===== config.mk =====
export PLATFORM = sky130hd
export DESIGN_NAME = adc_out_fmt
export DESIGN_NICKNAME = d
export VERILOG_FILES = /design/src/rtl/adc_out_fmt.sv
export SDC_FILE = /design/constraint.sdc
export NUM_CORES = 1
export LEC_CHECK = 0
export BUFFER_PORTS_ARGS = -buffer_cell sky130_fd_sc_hd__buf_2
export CAP_MARGIN = 20
export CORE_MARGIN = 5
export CORE_UTILIZATION = 48
export DETAILED_ROUTE_END_ITERATION = 6
export GPL_TIMING_DRIVEN = 0
export PLACE_DENSITY = 0.78
export SYNTH_ARGS = -nofsm -noshare
export SYNTH_HDL_FRONTEND = slang
export SYNTH_SLANG_ARGS = --single-unit

===== constraint.sdc =====
create_clock -name clk -period 2.3 [get_ports clk]
set_input_delay 0.23 -clock clk [delete_from_list [all_inputs] [get_ports clk]]
set_output_delay 0.23 -clock clk [all_outputs]
set_load 0.005 [all_outputs]

===== src/rtl/adc_out_fmt.sv =====
module adc_out_fmt #(
  parameter int W = 8
) (
  input  logic         clk,
  input  logic         rst,
  input  logic         pin_mode,
  input  logic [1:0]   fmt_pin,
  input  logic [1:0]   div_pin,
  input  logic [1:0]   osel_pin,
  input  logic [5:0]   reg_cfg,
  input  logic [W-1:0] samp_a,
  input  logic [W-1:0] samp_b,
  output logic [W-1:0] out_a,
  output logic [W-1:0] out_b,
  output logic         chan_id,
  output logic         smp_stb
);

  localparam logic [W-1:0] MSB = {1'b1, {(W-1){1'b0}}};
  localparam logic [1:0] LOW = 2'd0, HIGH = 2'd1, FLOAT = 2'd2;

  function automatic logic [1:0] lvl(input logic [1:0] code);
    return code[1] ? FLOAT : code;
  endfunction

  logic [5:0] cfg;
  assign cfg = pin_mode ? {osel_pin, div_pin, fmt_pin} : reg_cfg;

  logic [1:0] fmt_l, div_l, osel_l;
  assign fmt_l  = lvl(cfg[1:0]);
  assign div_l  = lvl(cfg[3:2]);
  assign osel_l = lvl(cfg[5:4]);

  function automatic logic [W-1:0] recode(input logic [W-1:0] s, input logic [1:0] f);
    case (f)
      LOW:     return s ^ MSB;
      HIGH:    return s;
      default: return s ^ (s >> 1);
    endcase
  endfunction

  logic [1:0] cnt, last;
  logic [3:0] key, prev_key;
  logic       chg, en, phase;
  logic [W-1:0] hold_b;

  assign last = (div_l == LOW) ? 2'd0 : (div_l == HIGH) ? 2'd1 : 2'd3;
  assign key  = {div_l, osel_l};
  assign chg  = key != prev_key;
  assign en   = !chg && (cnt == last);

  always_ff @(posedge clk) begin
    prev_key <= key;
    if (rst || chg || en) cnt <= '0;
    else                  cnt <= cnt + 2'd1;
    if (rst || chg)                 phase <= 1'b0;
    else if (en && osel_l != LOW)   phase <= ~phase;
    if (en && !phase) hold_b <= samp_b;
  end

  logic [W-1:0] fa, fb, fh;
  assign fa = recode(samp_a, fmt_l);
  assign fb = recode(samp_b, fmt_l);
  assign fh = recode(hold_b, fmt_l);

  always_ff @(posedge clk) begin
    if (rst) begin
      out_a   <= '0;
      out_b   <= '0;
      chan_id <= 1'b0;
      smp_stb <= 1'b0;
    end else begin
      smp_stb <= en;
      if (en) begin
        case (osel_l)
          LOW: begin
            out_a   <= fa;
            out_b   <= fb;
            chan_id <= 1'b0;
          end
          HIGH: begin
            out_a   <= phase ? fh : fa;
            out_b   <= '0;
            chan_id <= phase;
          end
          default: begin
            out_a   <= '0;
            out_b   <= phase ? fh : fa;
            chan_id <= phase;
          end
        endcase
      end
    end
  end

endmodule



==> results by group, run 1 <==
Hold path
  – Hold_sp: samp_b[0]
  – Hold Path Class: input pin to register

Drt
  – DR vias: 1914
  – DRT antenna net count: 0
  – # DRC: 0
  – Detailed-route wire length: 5.173 mm
  – Routed len/inst: 15.77 µm
  – Iteration-0 DRC Markers: 139
  – Vias/cell: 5.835
  – First-pass DRT Iterations: 4

Layout
  – Final instance area: 0.002429 mm²
  – Nets: 308
  – Ant diodes: 0
  – Layout area overhead: 19.67%
  – Final Non-Filler Cells: 328
  – Share of layout cells above drive strength 1: 0.2842
  – Final Util: 0.5985

STA
  – Final Hold Fails: 0
  – Final Critical Period: 2.021 ns
  – Final period util: 0.8787
  – Hold Worst Slack: 0.1532 ns
  – Final number of setup-violating endpoints: 0
  – RSZ-0062 raised after global routing: no
  – Setup Skew: 0.007863 ns
  – Slew HR: 0.5794
  – Setup_tns: 0 ns
  – Worst setup margin: 0.2790 ns
  – Max Freq: 0.4948 GHz
  – Final Max Slew Viols: 0
  – Least-Margin Pin Slew: 0.6296 ns

Global route
  – Total track usage: 0.1931
  – First-pass GRT wire length: 8.252 mm
  – Grt met1 use: 0.2756
  – Vias in the first global route: 1722
  – Initial antenna violation count: 0
  – Largest net degree at the start of global routing: 12
  – Met2 usage: 0.2959
  – Gr busiest metal: met2
  – Met3 GRT Util: 0.05607
  – Gr ovfl total: 0

Clock network
  – Sink Count: 33
  – Total CTS buffers: 5
  – CTS H-tree depth: 2
  – Root Buffer: clkbuf_8
  – Post-CTS setup buffer count: 0
  – Clk pin slew, worst setup/hold paths: 0.07 ns
  – Skew-Pair Late Insertion Delay: 0.29 ns
  – Hold_buf cts: 0
  – Post-cts resize count: 0
  – CTS tree: done
  – CTS Buffer Depth: 2

Placed design
  – Gpl congestion: 0.9541
  – Placed insts: 320
  – Cell Area, Placed: 0.002333 mm²
  – Worst Setup Slack post-DPL: -0.2609 ns
  – Port-buffer cells: 47
  – HPWL after DPL: 3.991 mm

Worst setup path
  – Crit. End Element: register
  – CP Launch Type: register
  – CP cell instances: or3_4, a211o_1, nor4_4
  – Crit path arrival time: 1.94 ns
  – Critical path origin: prev_key[0]
  – Worst Setup Path Type: register to register
  – Crit path max fanout: 8
  – CP peak stage delay: 0.52 ns
  – CP required: 2.22 ns
  – Critical path's slowest cell: nor4_4
  – Worst R2R Start: prev_key[0]

Die
  – Core box area: 0.004058 mm²
  – Ports: 49
  – Die Area: 0.005629 mm²
  – Die Wd: 75.03 µm
  – Die height: 75.03 µm
  – Initial core utilization: 0.5002
  – Row count: 23

Yosys
  – Top-area cell type share of the netlist area: 0.2466
  – Seq/Total Area, Yosys: 0.3650
  – Post-synth EDFFs: 8
  – Top post-synthesis cells by count: dfxtp_1 (25), nand3_1 (20), a21oi_1 (17), a31oi_1 (16), a211oi_1 (13)
  – Post-synthesis instance area: 0.002029 mm²
  – Synth Instances: 223
  – Yosys warning total: 0
  – Mapped Nets: 254
  – #FFs+latches synth: 33
  – Leading cell type by number of instances after synthesis: dfxtp_1
  – Post-synth top flop: dfxtp_1
  – Largest area contributor in the netlist: dfxtp_1
  – Top post-synthesis cells by area: dfxtp_1 (25%), edfxtp_1 (12%), a31oi_1 (4.9%), nand3_1 (4.9%), a211oi_1 (4.8%)
  – Avg Synthesized Cell Area: 9.101 µm²
  – Post-synthesis cell type count: 48
  – Ys async rst share: 0

Pwr
  – Power per cell area: 570.1 mW/mm²
  – Peak VDD IR: 373.1 µV
  – Total design power: 1.384 mW
  – Static Leak: 0.9376 nW

Outcome
  – Status: finished, final reports clean

Flow run
  – Max-cap violations: 0
==> layer usage <==
| metal | share of wire | vias to the layer above |
|---|---|---|
| met1 | 0.46 | 887 |
| met5 | 0 | - |
| met2 | 0.45 | 60 |
| met4 | 0.0044 | 0 |
| li1 | - | 963 |
| met3 | 0.084 | 4 |
==> path summary, 6_finish.rpt <==
| kind | end | slack, ns | cells after the start |
|---|---|---|---|
| hold reg to reg | chan_id | 0.48 | 2 |
| hold / removal | hold_b[0] | 0.15 | 1 |
| setup reg to reg | hold_b[4] | 0.28 | 3 |
| setup / recovery | hold_b[4] | 0.28 | 3 |
==> power breakdown <==
part / internal, mW / switching (mW)
registers: 0.615 / 0.0125
logic: 0.133 / 0.200
clock network: 0.209 / 0.216
total: 0.956 / 0.429
==> cells in the final DEF (no fill, tap or decap), types with 9 or more instances in the layout <==
cell type,instances
buf_2,49
dfxtp_1,25
nand3_1,20
a21oi_1,17
a31oi_1,16
a211oi_1,13
xnor2_1,11
nand2_1,11
o21ai_0,10
nor2_1,10
or3_1,9
==> area by class of cell <==
class	count	area, µm²
fillers	350	1629
multi-input cells	168	1189
flip-flops and latches	33	740.7
repair buffers	47	235.2
plain buffers	13	81.33
clock buffers	5	68.82
well taps	50	62.56
inverters	9	33.78
clock inverters	3	17.52
==> sequential cells by signal, indices dropped and copies added (netlist names) <==
| signal | cells |
|---|---|
| hold_b | 8 |
| out_a | 8 |
| out_b | 8 |
| prev_key | 4 |
| cnt | 2 |
| chan_id | 1 |
| phase | 1 |
| smp_stb | 1 |
==> cells by family (layout without fill, tap and decap cells) <==
kind of cell	after synthesis	count (layout)	share of synthesized area
xor+xnor	15	15	0.06473
simple gates	66	66	0.1936
flops	33	33	0.3650
mux	7	7	0.04254
buf+inv	22	77	0.05671
compound gates	80	80	0.2774
==> worst max-delay path, delay by kind of cell, from the launching register on <==
family             cells  cell delay (ns)
and+or+nand+nor        2             0.92
AOI/OAI and AO/OA      1             0.41
DFF                    1             0.32
(Power assumes the default switching activity.)
==> inputs of run 2 (changes only) <==
--- a/config.mk
+++ b/config.mk
@@ -10,6 +10,7 @@
 export CORE_MARGIN = 5
-export CORE_UTILIZATION = 48
+export CORE_UTILIZATION = 50
+export CTS_BUF_LIST = sky130_fd_sc_hd__clkbuf_8
 export DETAILED_ROUTE_END_ITERATION = 6
 export GPL_TIMING_DRIVEN = 0
-export PLACE_DENSITY = 0.78
+export PLACE_DENSITY = 0.8
 export SYNTH_ARGS = -nofsm -noshare
==> constraint.sdc (replaced) <==
create_clock -name clk -period 2.3 [get_ports clk]
set_input_delay 0.69 -clock clk [delete_from_list [all_inputs] [get_ports clk]]
set_output_delay 0.69 -clock clk [all_outputs]
set_load 0.005 [all_outputs]
==> results by group, run 2 (same netlist as run 1, synthesis figures left out) <==
Layout
  – Final instance area: 0.002570 mm² (+5.8%)
  – Biggest regs: hold_b (8), out_a (8), out_b (8)
  – Layout area overhead: 26.63%
  – Ant diodes: 0 (unchanged)
  – Final Util: 0.6471 (+0.04861)
  – Commonest non-fill, non-tap cell in the layout: buf_2
  – Nets: 316 (+2.6%)
  – Most frequent cells in the layout: buf_2 (49), dfxtp_1 (25), nand3_1 (20)
  – Share of layout cells above drive strength 1: 0.3252 (+0.04100)

STA
  – Slew HR: 0.5735 (-0.005964)
  – Final Critical Period: 2.266 ns (+0.2454 ns)
  – Least-Margin Pin Slew: 0.6355 ns (+0.005983 ns)
  – Final Hold Fails: 0 (unchanged)
  – Max Freq: 0.4412 GHz (-11%)
  – Hold Worst Slack: 0.4731 ns (+0.3199 ns)
  – Setup_tns: 0 ns (unchanged)
  – Final period util: 0.9854 (+0.1067)
  – Setup Skew: 0.004170 ns (-0.003693 ns)
  – Final Max Slew Viols: 0 (unchanged)
  – Final number of setup-violating endpoints: 0 (unchanged)

Worst setup path
  – CP Launch Type: input pin
  – CP peak stage delay: 0.36 ns (-0.16 ns)
  – CP Buf/Inv Count: 3 (+3)
  – Worst Setup Path Type: input pin to register
  – Crit-path leading delay family: buffers and inverters
  – Critical path's slowest cell: a211o_4
  – Crit path arrival time: 2.26 ns (+0.32 ns)
  – Crit. End Element: register
  – CP required: 2.30 ns (+0.08 ns)
  – Crit path max fanout: 10 (+2)
  – CP cell instances: buf_2, buf_12, mux2_4, xor2_4, a211o_4, nor4_4, buf_6

Drt
  – Detailed-route wire length: 5.355 mm (+3.5%)
  – DR vias: 1944 (+1.6%)
  – # DRC: 0 (unchanged)
  – Routed len/inst: 15.94 µm (+1.1%)
  – Iteration-0 DRC Markers: 149 (+7.2%)
  – Vias/cell: 5.786 (-0.85%)
  – First-pass DRT Iterations: 4 (unchanged)
  – DRT antenna net count: 0 (unchanged)

Die
  – Die height: 73.71 µm (-1.8%)
  – Ports: 49 (unchanged)
  – Core box area: 0.003971 mm² (-2.1%)
  – Die Area: 0.005433 mm² (-3.5%)
  – Initial core utilization: 0.5110 (+0.01087)
  – Row count: 23 (unchanged)
  – Die Wd: 73.71 µm (-1.8%)

Pwr
  – Sw power: 0.4391 mW (+2.5%)
  – Combinational share of power: 0.261 (+0.021)
  – Seq pwr share: 0.444 (-0.009)
  – Cell-internal power: 0.9788 mW (+2.4%)
  – Power per cell area: 551.7 mW/mm² (-3.2%)
  – Peak VDD IR: 291.6 µV (-22%)
  – Switching Share: 0.3097 (about the same)
  – Clock Power Share: 0.295 (-0.012)
  – Total design power: 1.418 mW (+2.4%)
  – Static Leak: 1.014 nW (+8.1%)

Global route
  – First-pass GRT wire length: 8.362 mm (+1.3%)
  – Initial antenna violation count: 0 (unchanged)
  – Gr ovfl total: 0 (unchanged)
  – Largest net degree at the start of global routing: 11 (-1)
  – Total track usage: 0.1994 (+0.006306)
  – Vias in the first global route: 1771 (+2.8%)

Clock network
  – CTS H-tree depth: 2 (unchanged)
  – Total CTS buffers: 5 (unchanged)
  – Root Buffer: clkbuf_8
  – Hold_buf cts: 0 (unchanged)
  – Skew-Pair Late Insertion Delay: 0.28 ns (about the same)
  – CTS tree: done
  – Sink Count: 33 (unchanged)
  – CTS Buffer Depth: 2 (unchanged)
  – Clk pin slew, worst setup/hold paths: 0.07 ns (about the same)

Placed design
  – Cell Area, Placed: 0.002382 mm² (+2.1%)
  – Gpl congestion: 0.9206 (-3.5%)
  – Port-buffer cells: 47 (unchanged)
  – HPWL after DPL: 3.991 mm (about the same)

Flow run
  – Max-cap violations: 0 (unchanged)

Hold path
  – Hold Path Class: register to register

Outcome
  – Status: finished, final reports clean
[run 2: cell count changes in the layout (fill, tap and decap cells not counted), sizes merged]
cell,before,now
buf,55,63
clkinvlp,1,0
inv,8,9
[run 2: final cells by class]
cell class	count	area [µm²]
Sequential cell	33	740.7
Buffer	13	91.34
Timing Repair Buffer	55	299.0
Clock buffer	5	68.82
Multi-Input combinational cell	168	1260
Clock inverter	3	13.76
Tap cell	50	62.56
Inverter	9	33.78
Fill cell	329	1401
[run 2: path summary, 6_finish.rpt]
check,startpoint,endpoint,slack [ns],cells after the start
max reg2reg,prev_key[0],hold_b[2],0.50,4
min,chan_id,chan_id,0.47,2
min reg2reg,chan_id,chan_id,0.47,2
max,pin_mode,hold_b[2],0.03,7
[run 2: through the flow]
step | cells | setup WS, ns
CTS | 329 | 0.004570
detailed placement | 320 | -0.4330
global route | 336 | -0.009999
global placement | 320 | -0.3901
finish | 336 | 0.03358
floorplan | 223 | -0.05534
[run 2: power groups by stage]
stage | registers, mW | clock network [mW] | logic [mW]
2_1_floorplan | 0.641 | 0 | 0.238
3_3_place_gp | 0.641 | 0 | 0.333
3_5_place_dp | 0.642 | 0 | 0.338
4_1_cts | 0.629 | 0.420 | 0.341
5_1_grt | 0.631 | 0.452 | 0.402
6_report | 0.630 | 0.418 | 0.370
[run 2: repair_timing]
item / in CTS / in global routing
pin swaps: 1 / 3
endpoints found under the setup margin: 18 / 21
resized for setup: 1 / 10
setup buffers: 1 / 7
endpoints found under the hold margin: 0 / 0
[run 2: layer usage]
metal | vias to the layer above | track usage | wire [µm]
met2 | 68 | 0.3012 | 2496
met4 | 0 | 0.07243 | 81
met5 | - | 0 | 0
li1 | 975 | - | -
met1 | 892 | 0.2743 | 2396
met3 | 9 | 0.04925 | 381
[run 2: worst min-delay path, stage by stage (launching register included)]
cell	delay, ns
dfxtp_1	0.31
o31ai_1	0.06
a21oi_1	0.06
==> inputs of run 3 (changes only) <==
Settings changed: CORE_MARGIN 5 to 1.5.
==> results by group, run 3 (same netlist as run 1, synthesis figures left out) <==
Outcome
  – Status: finished, final reports clean

STA
  – Slew HR: 0.6486 (+0.07515)
  – Final period util: 0.9721 (-0.01328)
  – RSZ-0062 raised after global routing: no
  – Max Freq: 0.4473 GHz (+1.4%)
  – Final Hold Fails: 0 (unchanged)
  – Final Max Slew Viols: 0 (unchanged)
  – Final number of setup-violating endpoints: 0 (unchanged)
  – Setup Skew: 0.008233 ns (+0.004063 ns)
  – Final Critical Period: 2.236 ns (-0.03054 ns)
  – Least-Margin Pin Slew: 0.5260 ns (-0.1095 ns)
  – Hold Worst Slack: 0.4806 ns (+0.007508 ns)

Pwr
  – Cell-internal power: 0.9734 mW (-0.55%)
  – Switching Share: 0.3128 (+0.003083)
  – Total design power: 1.416 mW (-0.10%)
  – Sw power: 0.4430 mW (+0.89%)
  – Peak VDD IR: 380.8 µV (+31%)
  – Seq pwr share: 0.445 (about the same)
  – Clock Power Share: 0.306 (+0.011)
  – Static Leak: 0.9783 nW (-3.5%)
  – Combinational share of power: 0.249 (-0.012)
  – Power per cell area: 562.7 mW/mm² (+2.0%)

Clock network
  – Skew-Pair Late Insertion Delay: 0.29 ns (about the same)
  – CTS tree: done
  – CTS Buffer Depth: 2 (unchanged)
  – Root Buffer: clkbuf_8
  – Sink Count: 33 (unchanged)
  – CTS H-tree depth: 2 (unchanged)
  – Hold_buf cts: 0 (unchanged)
  – Clk pin slew, worst setup/hold paths: 0.07 ns (about the same)
  – Total CTS buffers: 5 (unchanged)

Die
  – Row count: 22 (-4.3%)
  – Die height: 66.71 µm (-9.5%)
  – Die Wd: 66.71 µm (-9.5%)
  – Core box area: 0.003771 mm² (-5.0%)
  – Die Area: 0.004450 mm² (-18%)
  – Initial core utilization: 0.5382 (+0.02713)
  – Ports: 49 (unchanged)

Worst setup path
  – Worst Setup Path Type: input pin to register
  – Crit. End Element: register
  – CP required: 2.31 ns (about the same)
  – CP Launch Type: input pin
  – Worst R2R Start: cnt[0]
  – Critical path origin: pin_mode
  – Crit path arrival time: 2.24 ns (-0.02 ns)
  – Crit path max fanout: 10 (unchanged)

Drt
  – Met3 routed wirelength: 361 µm (-5.2%)
  – Routed len/inst: 15.26 µm (-4.3%)
  – # DRC: 0 (unchanged)
  – Highest routing layer actually used: met4
  – Iteration-0 DRC Markers: 196 (+32%)
  – Vias/cell: 5.936 (+2.6%)
  – DRT antenna net count: 0 (unchanged)
  – Met2 wire length: 2.360 mm (-5.4%)
  – DR vias: 1953 (+0.46%)
  – Met1 wire length: 2.260 mm (-5.7%)
  – Detailed-route wire length: 5.020 mm (-6.3%)
  – First-pass DRT Iterations: 4 (unchanged)

Layout
  – Layout area overhead: 24.04%
  – Biggest regs: hold_b (8), out_a (8), out_b (8)
  – Nets: 311 (-1.6%)
  – Final Util: 0.6676 (+0.02042)
  – Most frequent cells in the layout: buf_2 (49), dfxtp_1 (25), nand3_1 (20)
  – Final instance area: 0.002517 mm² (-2.0%)
  – Ant diodes: 0 (unchanged)
  – Commonest non-fill, non-tap cell in the layout: buf_2
  – Share of layout cells above drive strength 1: 0.3132 (-0.01201)

Placed design
  – Cell Area, Placed: 0.002380 mm² (-0.10%)
  – Gpl congestion: 0.8005 (-13%)
  – Port-buffer cells: 47 (unchanged)
  – HPWL after DPL: 3.858 mm (-3.3%)

Flow run
  – Max-cap violations: 0 (unchanged)

Hold path
  – Hold Path Class: register to register
  – Hold_sp: chan_id

Global route
  – Total track usage: 0.2381 (+0.03870)
  – First-pass GRT wire length: 7.976 mm (-4.6%)
  – Vias in the first global route: 1697 (-4.2%)
  – Initial antenna violation count: 0 (unchanged)
  – Gr ovfl total: 0 (unchanged)
  – Largest net degree at the start of global routing: 12 (+1)
run 3: layout make-up:
type | instances | area (µm²)
clock inverter | 3 | 16.27
fill | 295 | 1254
sequential | 33 | 740.7
buffer | 13 | 91.34
tap | 48 | 60.06
multi-input combinational | 168 | 1245
timing repair buffer | 50 | 261.5
inverter | 9 | 33.78
clock buffer | 5 | 68.82
run 3: repair_timing:
action / in CTS / in global routing
gates resized for setup: 4 / 4
setup buffers: 1 / 2
pin swaps: 1 / 2
endpoints found under the setup margin: 18 / 18
run 3: routing by layer:
| metal | vias up | global-route usage |
|---|---|---|
| li1 | 960 | - |
| met1 | 907 | 0.3206 |
| met2 | 79 | 0.3838 |
| met3 | 7 | 0.05912 |
| met4 | 0 | 0.05612 |
| met5 | - | 0 |
run 3: path summary, 6_finish.rpt:
kind	end	slack [ns]	cells past startpoint
worst min register to register	chan_id	0.48	2
worst max register to register	out_a[1]	0.48	6
worst max-delay path	hold_b[7]	0.06	7
worst min-delay path	chan_id	0.48	2
run 3: critical path, cell delays in order:
cell,delay [ns]
buf_2,0.13
buf_12,0.15
mux2_4,0.34
xor2_4,0.17
a211o_4,0.36
nor4_4,0.22
buf_6,0.18
run 3: through the flow:
step | worst slack [ns] | cells | TNS, ns
final | 0.06411 | 329 | 0
after floorplan | -0.05534 | 223 | -0.4427
after global routing | 0.0004976 | 329 | 0
after detailed placement | -0.4377 | 318 | -8.629
after CTS | 0.02546 | 327 | 0
after global placement | -0.3873 | 318 | -7.760
run 3: power groups by stage:
stage	Combinational (mW)	Sequential (mW)	Clock, mW
finish	0.353	0.630	0.433
global route	0.385	0.632	0.470
CTS	0.343	0.630	0.439
detailed placement	0.336	0.642	0
global placement	0.329	0.641	0
floorplan	0.238	0.641	0
